===== config.mk =====
export PLATFORM = sky130hd
export DESIGN_NAME = burst_addr_seq
export DESIGN_NICKNAME = d
export VERILOG_FILES = /design/src/rtl/burst_seq_pkg.sv /design/src/rtl/burst_lowbits_calc.sv /design/src/rtl/burst_ctl_reg.sv /design/src/rtl/burst_addr_reg.sv /design/src/rtl/burst_addr_seq.sv
export SDC_FILE = /design/constraint.sdc
export NUM_CORES = 1
export LEC_CHECK = 0
export ABC_AREA = 1
export CAP_MARGIN = 10
export CORE_AREA = 2 2 66 68
export DETAILED_ROUTE_END_ITERATION = 10
export DIE_AREA = 0 0 68 70
export PLACE_DENSITY_LB_ADDON = 0.1
export SLEW_MARGIN = 20
export SYNTH_ARGS = -nofsm -noshare
export SYNTH_HDL_FRONTEND = slang
export SYNTH_SLANG_ARGS = --single-unit

===== constraint.sdc =====
create_clock -name clk -period 1.1 [get_ports clk]
set_input_delay 0.22 -clock clk [delete_from_list [all_inputs] [get_ports clk]]
set_output_delay 0.22 -clock clk [all_outputs]
set_load 0.02 [all_outputs]

===== src/rtl/burst_seq_pkg.sv =====
package burst_seq_pkg;
  typedef enum logic {
    ORD_LINEAR = 1'b0,
    ORD_XOR    = 1'b1
  } order_t;
endpackage


===== src/rtl/burst_lowbits_calc.sv =====
module burst_lowbits_calc
  import burst_seq_pkg::*;
#(
  parameter int BEAT_W = 2
) (
  input  order_t            ord,
  input  logic [BEAT_W-1:0] base_lo,
  input  logic [BEAT_W-1:0] beat,
  output logic [BEAT_W-1:0] lo
);
  always_comb begin
    if (ord == ORD_XOR) lo = base_lo ^ beat;
    else                lo = base_lo + beat;
  end
endmodule


===== src/rtl/burst_ctl_reg.sv =====
module burst_ctl_reg
  import burst_seq_pkg::*;
#(
  parameter int BEAT_W = 2
) (
  input  logic              clk,
  input  logic              rst,
  input  logic              en,
  input  logic              load,
  input  logic              sel_ok,
  input  logic              wr_req,
  input  order_t            ord_in,
  output logic [BEAT_W-1:0] beat_q,
  output logic [BEAT_W-1:0] beat_inc,
  output order_t            ord_q,
  output logic              wr_q,
  output logic              act_q
);
  assign beat_inc = beat_q + BEAT_W'(1);

  always_ff @(posedge clk) begin
    if (rst) begin
      beat_q <= '0;
      ord_q  <= ORD_LINEAR;
      wr_q   <= 1'b0;
      act_q  <= 1'b0;
    end else if (en) begin
      if (load) begin
        beat_q <= '0;
        ord_q  <= ord_in;
        act_q  <= sel_ok;
        wr_q   <= sel_ok & wr_req;
      end else begin
        beat_q <= beat_inc;
      end
    end
  end
endmodule


===== src/rtl/burst_addr_reg.sv =====
module burst_addr_reg #(
  parameter int ADDR_W = 20,
  parameter int BEAT_W = 2
) (
  input  logic              clk,
  input  logic              rst,
  input  logic              en,
  input  logic              load,
  input  logic [ADDR_W-1:0] addr_in,
  input  logic [BEAT_W-1:0] lo_nxt,
  output logic [ADDR_W-1:0] base_q,
  output logic [ADDR_W-1:0] addr_q
);
  always_ff @(posedge clk) begin
    if (rst) begin
      base_q <= '0;
      addr_q <= '0;
    end else if (en) begin
      if (load) begin
        base_q <= addr_in;
        addr_q <= addr_in;
      end else begin
        addr_q <= {base_q[ADDR_W-1:BEAT_W], lo_nxt};
      end
    end
  end
endmodule


===== src/rtl/burst_addr_seq.sv =====
module burst_addr_seq
  import burst_seq_pkg::*;
#(
  parameter int ADDR_W = 20,
  parameter int BEAT_W = 2,
  parameter int SEL_W  = 3
) (
  input  logic              clk,
  input  logic              rst,
  input  logic              stall,
  input  logic              advance,
  input  logic              order_sel,
  input  logic [SEL_W-1:0]  chip_sel,
  input  logic              write_n,
  input  logic [ADDR_W-1:0] addr_in,
  output logic [ADDR_W-1:0] addr_out,
  output logic              is_write,
  output logic              valid
);
  localparam int UP_W = ADDR_W - BEAT_W;

  logic              en, load, sel_ok;
  logic [BEAT_W-1:0] beat_q, beat_inc, lo_nxt;
  logic [ADDR_W-1:0] base_q;
  order_t            ord_in, ord_q;

  assign en     = ~stall;
  assign load   = ~advance;
  assign sel_ok = &chip_sel;
  assign ord_in = order_t'(order_sel);

  burst_ctl_reg #(.BEAT_W(BEAT_W)) u_ctl (
    .clk(clk), .rst(rst), .en(en), .load(load), .sel_ok(sel_ok),
    .wr_req(~write_n), .ord_in(ord_in), .beat_q(beat_q),
    .beat_inc(beat_inc), .ord_q(ord_q), .wr_q(is_write), .act_q(valid)
  );

  burst_lowbits_calc #(.BEAT_W(BEAT_W)) u_calc (
    .ord(ord_q), .base_lo(base_q[BEAT_W-1:0]), .beat(beat_inc), .lo(lo_nxt)
  );

  burst_addr_reg #(.ADDR_W(ADDR_W), .BEAT_W(BEAT_W)) u_addr (
    .clk(clk), .rst(rst), .en(en), .load(load), .addr_in(addr_in),
    .lo_nxt(lo_nxt), .base_q(base_q), .addr_q(addr_out)
  );


  a_r6_stall_holds: assert property (@(posedge clk) disable iff (rst)
    stall |=> $stable(addr_out) && $stable(is_write) && $stable(valid));

  a_r4_load_addr: assert property (@(posedge clk) disable iff (rst)
    (!stall && !advance) |=> addr_out == $past(addr_in));

  a_r3_upper_fixed: assert property (@(posedge clk) disable iff (rst)
    (!stall && advance) |=> addr_out[ADDR_W-1 -: UP_W] == $past(addr_out[ADDR_W-1 -: UP_W]));

  a_r5_type_kept: assert property (@(posedge clk) disable iff (rst)
    (!stall && advance) |=> is_write == $past(is_write));

  a_r7_no_revive: assert property (@(posedge clk) disable iff (rst)
    (!stall && advance && !valid) |=> !valid);

  a_r7_write_needs_sel: assert property (@(posedge clk) disable iff (rst)
    is_write |-> valid);
endmodule


# Word-level counts from Yosys, hierarchy flattened
# Index checks and enable logic that the tools add are counted.
word_totals:
  reg_bits: 45
  word_cells: 18
  input_bits: 29
  out_inout_bits: 22
op_classes:
  bitwise_logic: 5
  muxes: 3
  n_reduce_logical: 2
  addsub: 2
ops:
  columns: ["op", "n"]
  rows:
  - ["two-way mux 20 bit", 1]
  - ["two-way mux 2 bit", 2]
  - ["NOT 1 bit", 3]
  - ["AND reduction 3 bit", 1]
  - ["adder 2 x 1 -> 2 bit, second input constant", 1]
  - ["adder 2 bit", 1]
  - ["AND reduction 2 bit", 1]
  - ["XOR 2 bit", 1]
  - ["AND 1 bit", 1]

# Longest topological paths before layout
depth:
  ltp_word: 4
  ltp_mapped: 8
  mapped_depth_nobuf: 8

# Cells and area by module
# From an unflattened synthesis, not the netlist that was laid out.
unflattened:
  cells_unflattened: 272
  hier_area_um2: 1945.6
modules_own_cells:
  columns: ["module", "seq_area_each_um2", "area_each_um2", "n_inst", "cells_each"]
  rows:
  - ["burst_addr_reg", 800.8, 1621.6, 1, 221]
  - ["burst_ctl_reg", 100.1, 231.5, 1, 30]
  - ["burst_lowbits_calc", 0.0, 67.6, 1, 15]
  - ["burst_addr_seq", 0.0, 25.0, 1, 6]

# Worst setup path before layout
# OpenSTA, ideal clock, no wires.
synth_path:
  kind: "reg2reg"
  startpoint: "register u_ctl.beat_q[0]"
  endpoint: "register u_addr.addr_q[1]"
  synth_period_minus_slack_ns: 1.000
  setup_ns: 0.132
  slack_ns: 0.100
  path_buffers: 0
  required_ns: 0.968
  t_arrival_ns: 0.868
  stages_incl_launch_ff: 9
  cell_sequence: "dfxtp_1 -> inv_1 -> ha_1 -> nand2_1 -> nand2_1 -> nand2_1 -> nand2_1 -> nand3_1 -> a21oi_1"
synth_via:
  elab_chain_len: 4
  elab_cells_between_ends: 5
  cone_classes: "add/sub: 2; mux: 2; bitwise: 1"
synth_rtl:
  columns: ["item", "line", "source"]
  rows:
  - ["from (decl)", "burst_ctl_reg.sv:13", "output logic [BEAT_W-1:0] beat_q,"]
  - ["from (signal assigned)", "burst_ctl_reg.sv:34", "beat_q <= beat_inc;"]
  - ["adder 2 x 1 -> 2 bit (*)", "burst_ctl_reg.sv:19", "assign beat_inc = beat_q + BEAT_W'(1);"]
  - ["adder 2 bit or XOR 2 bit (tied branches)", "burst_lowbits_calc.sv:13, burst_lowbits_calc.sv:12", null]
  - ["two-way mux 2 bit (*)", "burst_lowbits_calc.sv:12", "if (ord == ORD_XOR) lo = base_lo ^ beat;"]
  - ["two-way mux 20 bit (*)", "burst_addr_reg.sv:19", "if (load) begin"]
  - ["to (signal assigned)", "burst_addr_reg.sv:21", "addr_q <= addr_in;"]
  - ["to (signal assigned)", "burst_addr_reg.sv:23", "addr_q <= {base_q[ADDR_W-1:BEAT_W], lo_nxt};"]
  - ["to (decl)", "burst_addr_reg.sv:12", "output logic [ADDR_W-1:0] addr_q"]
# Every way passes the cells marked *; elsewhere a longest branch is shown, timed or not.
# A chain may end at the register's enable or synchronous reset.

# Worst setup path in the final report
# Same ends and word-level chain as after synthesis.

==> results.py <==
metrics = {
    "critical_path": {
        "cp_max_fo": 2,
        "cp-end-kind": "flop",
        "crit_type": "flop to flop",
        "r2r_cells": 8,
        "worstPathArrival_ns": 1.29,
        "required_ns": 1.33,
        "cp-start-kind": "flop",
    },
    "die": {
        "die_w_um": 68,
        "die_h_um": 70,
        "core_region_area_sq_um": 4140,
        "boundaryPins": 51,
        "die_area_sq_um": 4760,
        "start_util_pct": 43.8,
        "rows": 24,
    },
    "final_layout": {
        "syn2layout_area_growth_pct": 37.6,
        "drive_gt1_share_pct": 17.5,
        "n_antenna_cell": 0,
        "final_area_sq_um": 2490,
        "final_nets": 350,
    },
    "synth": {
        "avgSynthCellArea_sq_um": 7.00,
        "synthCells": 259,
        "synth_nets": 289,
        "synthDistinctLibCells": 15,
        "yosys_warnings": 0,
        "ys_seq_elements": 45,
        "synth_seq_area_share_pct": 49.7,
        "synthesis.area_sq_um": 1810,
    },
    "sta": {
        "post-route-min-period_ns": 1.06,
        "setup_tns_ns": 0,
        "min_period_over_period_pct": 96.5,
        "hold_slack_ns": 0.369,
        "drv_slew": 0,
        "worst_slew_pin_slew_ns": 0.242,
        "fin_worst_skew_ns": 0.00402,
        "max_slew_margin_pct": 83.9,
        "fmax_ghz": 0.942,
        "hold_violations": 0,
        "setup_violations": 0,
    },
    "grt": {
        "antenna_found_initial": 0,
        "grt_max_degree": 23,
        "grt_use_total_pct": 18.8,
        "gr-total-overflow": 0,
        "grt_pass1_wl_mm": 6.93,
        "first_global_vias": 1613,
    },
    "placement": {
        "place.gp.congestion": 0.749,
        "placed_area_sq_um": 2420,
        "numPortBuffers": 50,
        "place.detailed.hpwl_mm": 2.68,
    },
    "clock_network": {
        "cts_sinks": 45,
        "cts_buffers": 5,
        "cts_buffer_depth": 2,
        "tritoncts": "done",
        "worstSkewPairLatency_ns": 0.29,
        "cts_max_level": 2,
        "cts_root_buf": "clkbuf_8",
        "clkSlewWorstSetupHoldPaths_ns": 0.08,
    },
    "pwr": {
        "vdd_drop_max_uv": 839,
        "totalPowerFinal_mw": 3.27,
        "p_leak_nw": 1.28,
        "p_per_area_nw_per_um2": 1310,
    },
    "run_status": {
        "run_status": "finished clean",
    },
    "worst_hold_path": {
        "whs_path_depth": 4,
        "holdCritPathClass": "input port to flop",
    },
    "flow_run": {
        "maxCapViolCount": 0,
    },
    "route": {
        "routed_wl_mm": 4.26,
        "wire_per_inst_um": 11.5,
        "drt_iter0_drc": 91,
        "dr.pass1.iters": 4,
        "ant_nets": 0,
        "vias_per_cell": 4.60,
        "drc": 0,
        "vias": 1711,
    },
}
-- state kept, by name (all words and copies together) (netlist names) --
signal / count
u_addr.base_q: 20
u_ctl.act_q: 1
u_addr.addr_q: 20
u_ctl.wr_q: 1
u_ctl.beat_q: 2
u_ctl.ord_q: 1
-- report_power, final --
group	total, mW	switching (mW)	internal [mW]
registers	1.74	0.0382	1.71
clock network	1.01	0.514	0.499
logic	0.509	0.264	0.246
-- critical path: stages, from the launching register on --
cell and delay (ns):
dfxtp_2 0.33, inv_2 0.07, ha_4 0.13, nand2_1 0.06
nand2_2 0.07, nand2_1 0.06, nand2_1 0.08, nand3_2 0.07
a21oi_2 0.13
-- cells by family after synthesis --
family / after synthesis / synth area share (%)
simple gates: 135 / 29.7
fa+ha+maj: 1 / 0.690
buf+inv: 49 / 11.8
flops: 45 / 49.7
compound gates: 29 / 8.14
-- final cells by class --
cell class,instances,area (sq um)
well taps,52,65.1
clock buffers,7,86.3
multi-input cells,165,729
flip-flops and latches,45,902
repair buffers,67,574
inverters,36,138
fillers,415,1650
-- final timing paths --
kind / startpoint / to / slack, ns
worst min register to register: u_addr.base_q[15] / u_addr.base_q[15] / 0.47
worst min-delay path: advance / u_ctl.beat_q[0] / 0.37
worst max-delay path: u_ctl.beat_q[0] / u_addr.addr_q[1] / 0.04
worst max register to register: u_ctl.beat_q[0] / u_addr.addr_q[1] / 0.04
-- metal layers --
layer,GRT usage [%],vias up,share of wire [%]
met5,0,-,0
met4,5.33,0,1.3
met3,3.86,6,4.6
met2,29.3,41,49
met1,26.2,758,45
li1,-,906,-
-- through the flow --
stage,cells,utilization [%],setup slack [ns]
2_1_floorplan,259,-,0.0999
3_3_place_gp,361,58.5,-0.327
3_5_place_dp,361,58.5,-0.372
4_1_cts,368,58.4,0.00110
5_1_grt,372,60.2,-0.0124
6_report,372,60.2,0.0382
-- cell usage in the layout (no fill, tap or decap), types with 2 or more instances in the layout --
cell type,instances
clkdlybuf4s50_1,26
dfxtp_1,44
o21ai_0,2
a21oi_1,25
nand3_1,22
nor2_1,4
buf_2,22
buf_12,3
clkbuf_8,6
inv_1,32
buf_4,13
inv_2,3
nand2_1,105
-- cells in the mapped netlist --
master / number / area share [%]
clkbuf_1: 6 / 1.2
inv_1: 34 / 7.0
dfxtp_1: 45 / 50
buf_6: 3 / 1.9
inv_2: 2 / 0.41
nand2_2: 1 / 0.35
a21oi_1: 26 / 7.2
nand2_1: 106 / 22
o21ai_0: 2 / 0.55
nor2_1: 5 / 1.0
buf_2: 3 / 0.83
ha_1: 1 / 0.69
buf_4: 1 / 0.41
nand3_1: 23 / 6.3
a22oi_1: 1 / 0.41
-- repair_timing --
item | 4_1_cts | 5_1_grt
hold endpoints to repair | 0 | 0
gates cloned | 0 | 1
hold buffers | 0 | 0
setup buffers | 0 | 3
resized for setup | 87 | 14
endpoints found under the setup margin | 59 | 31
pin swaps | 1 | 3
Note: power is estimated with default switching activity, not from simulation.
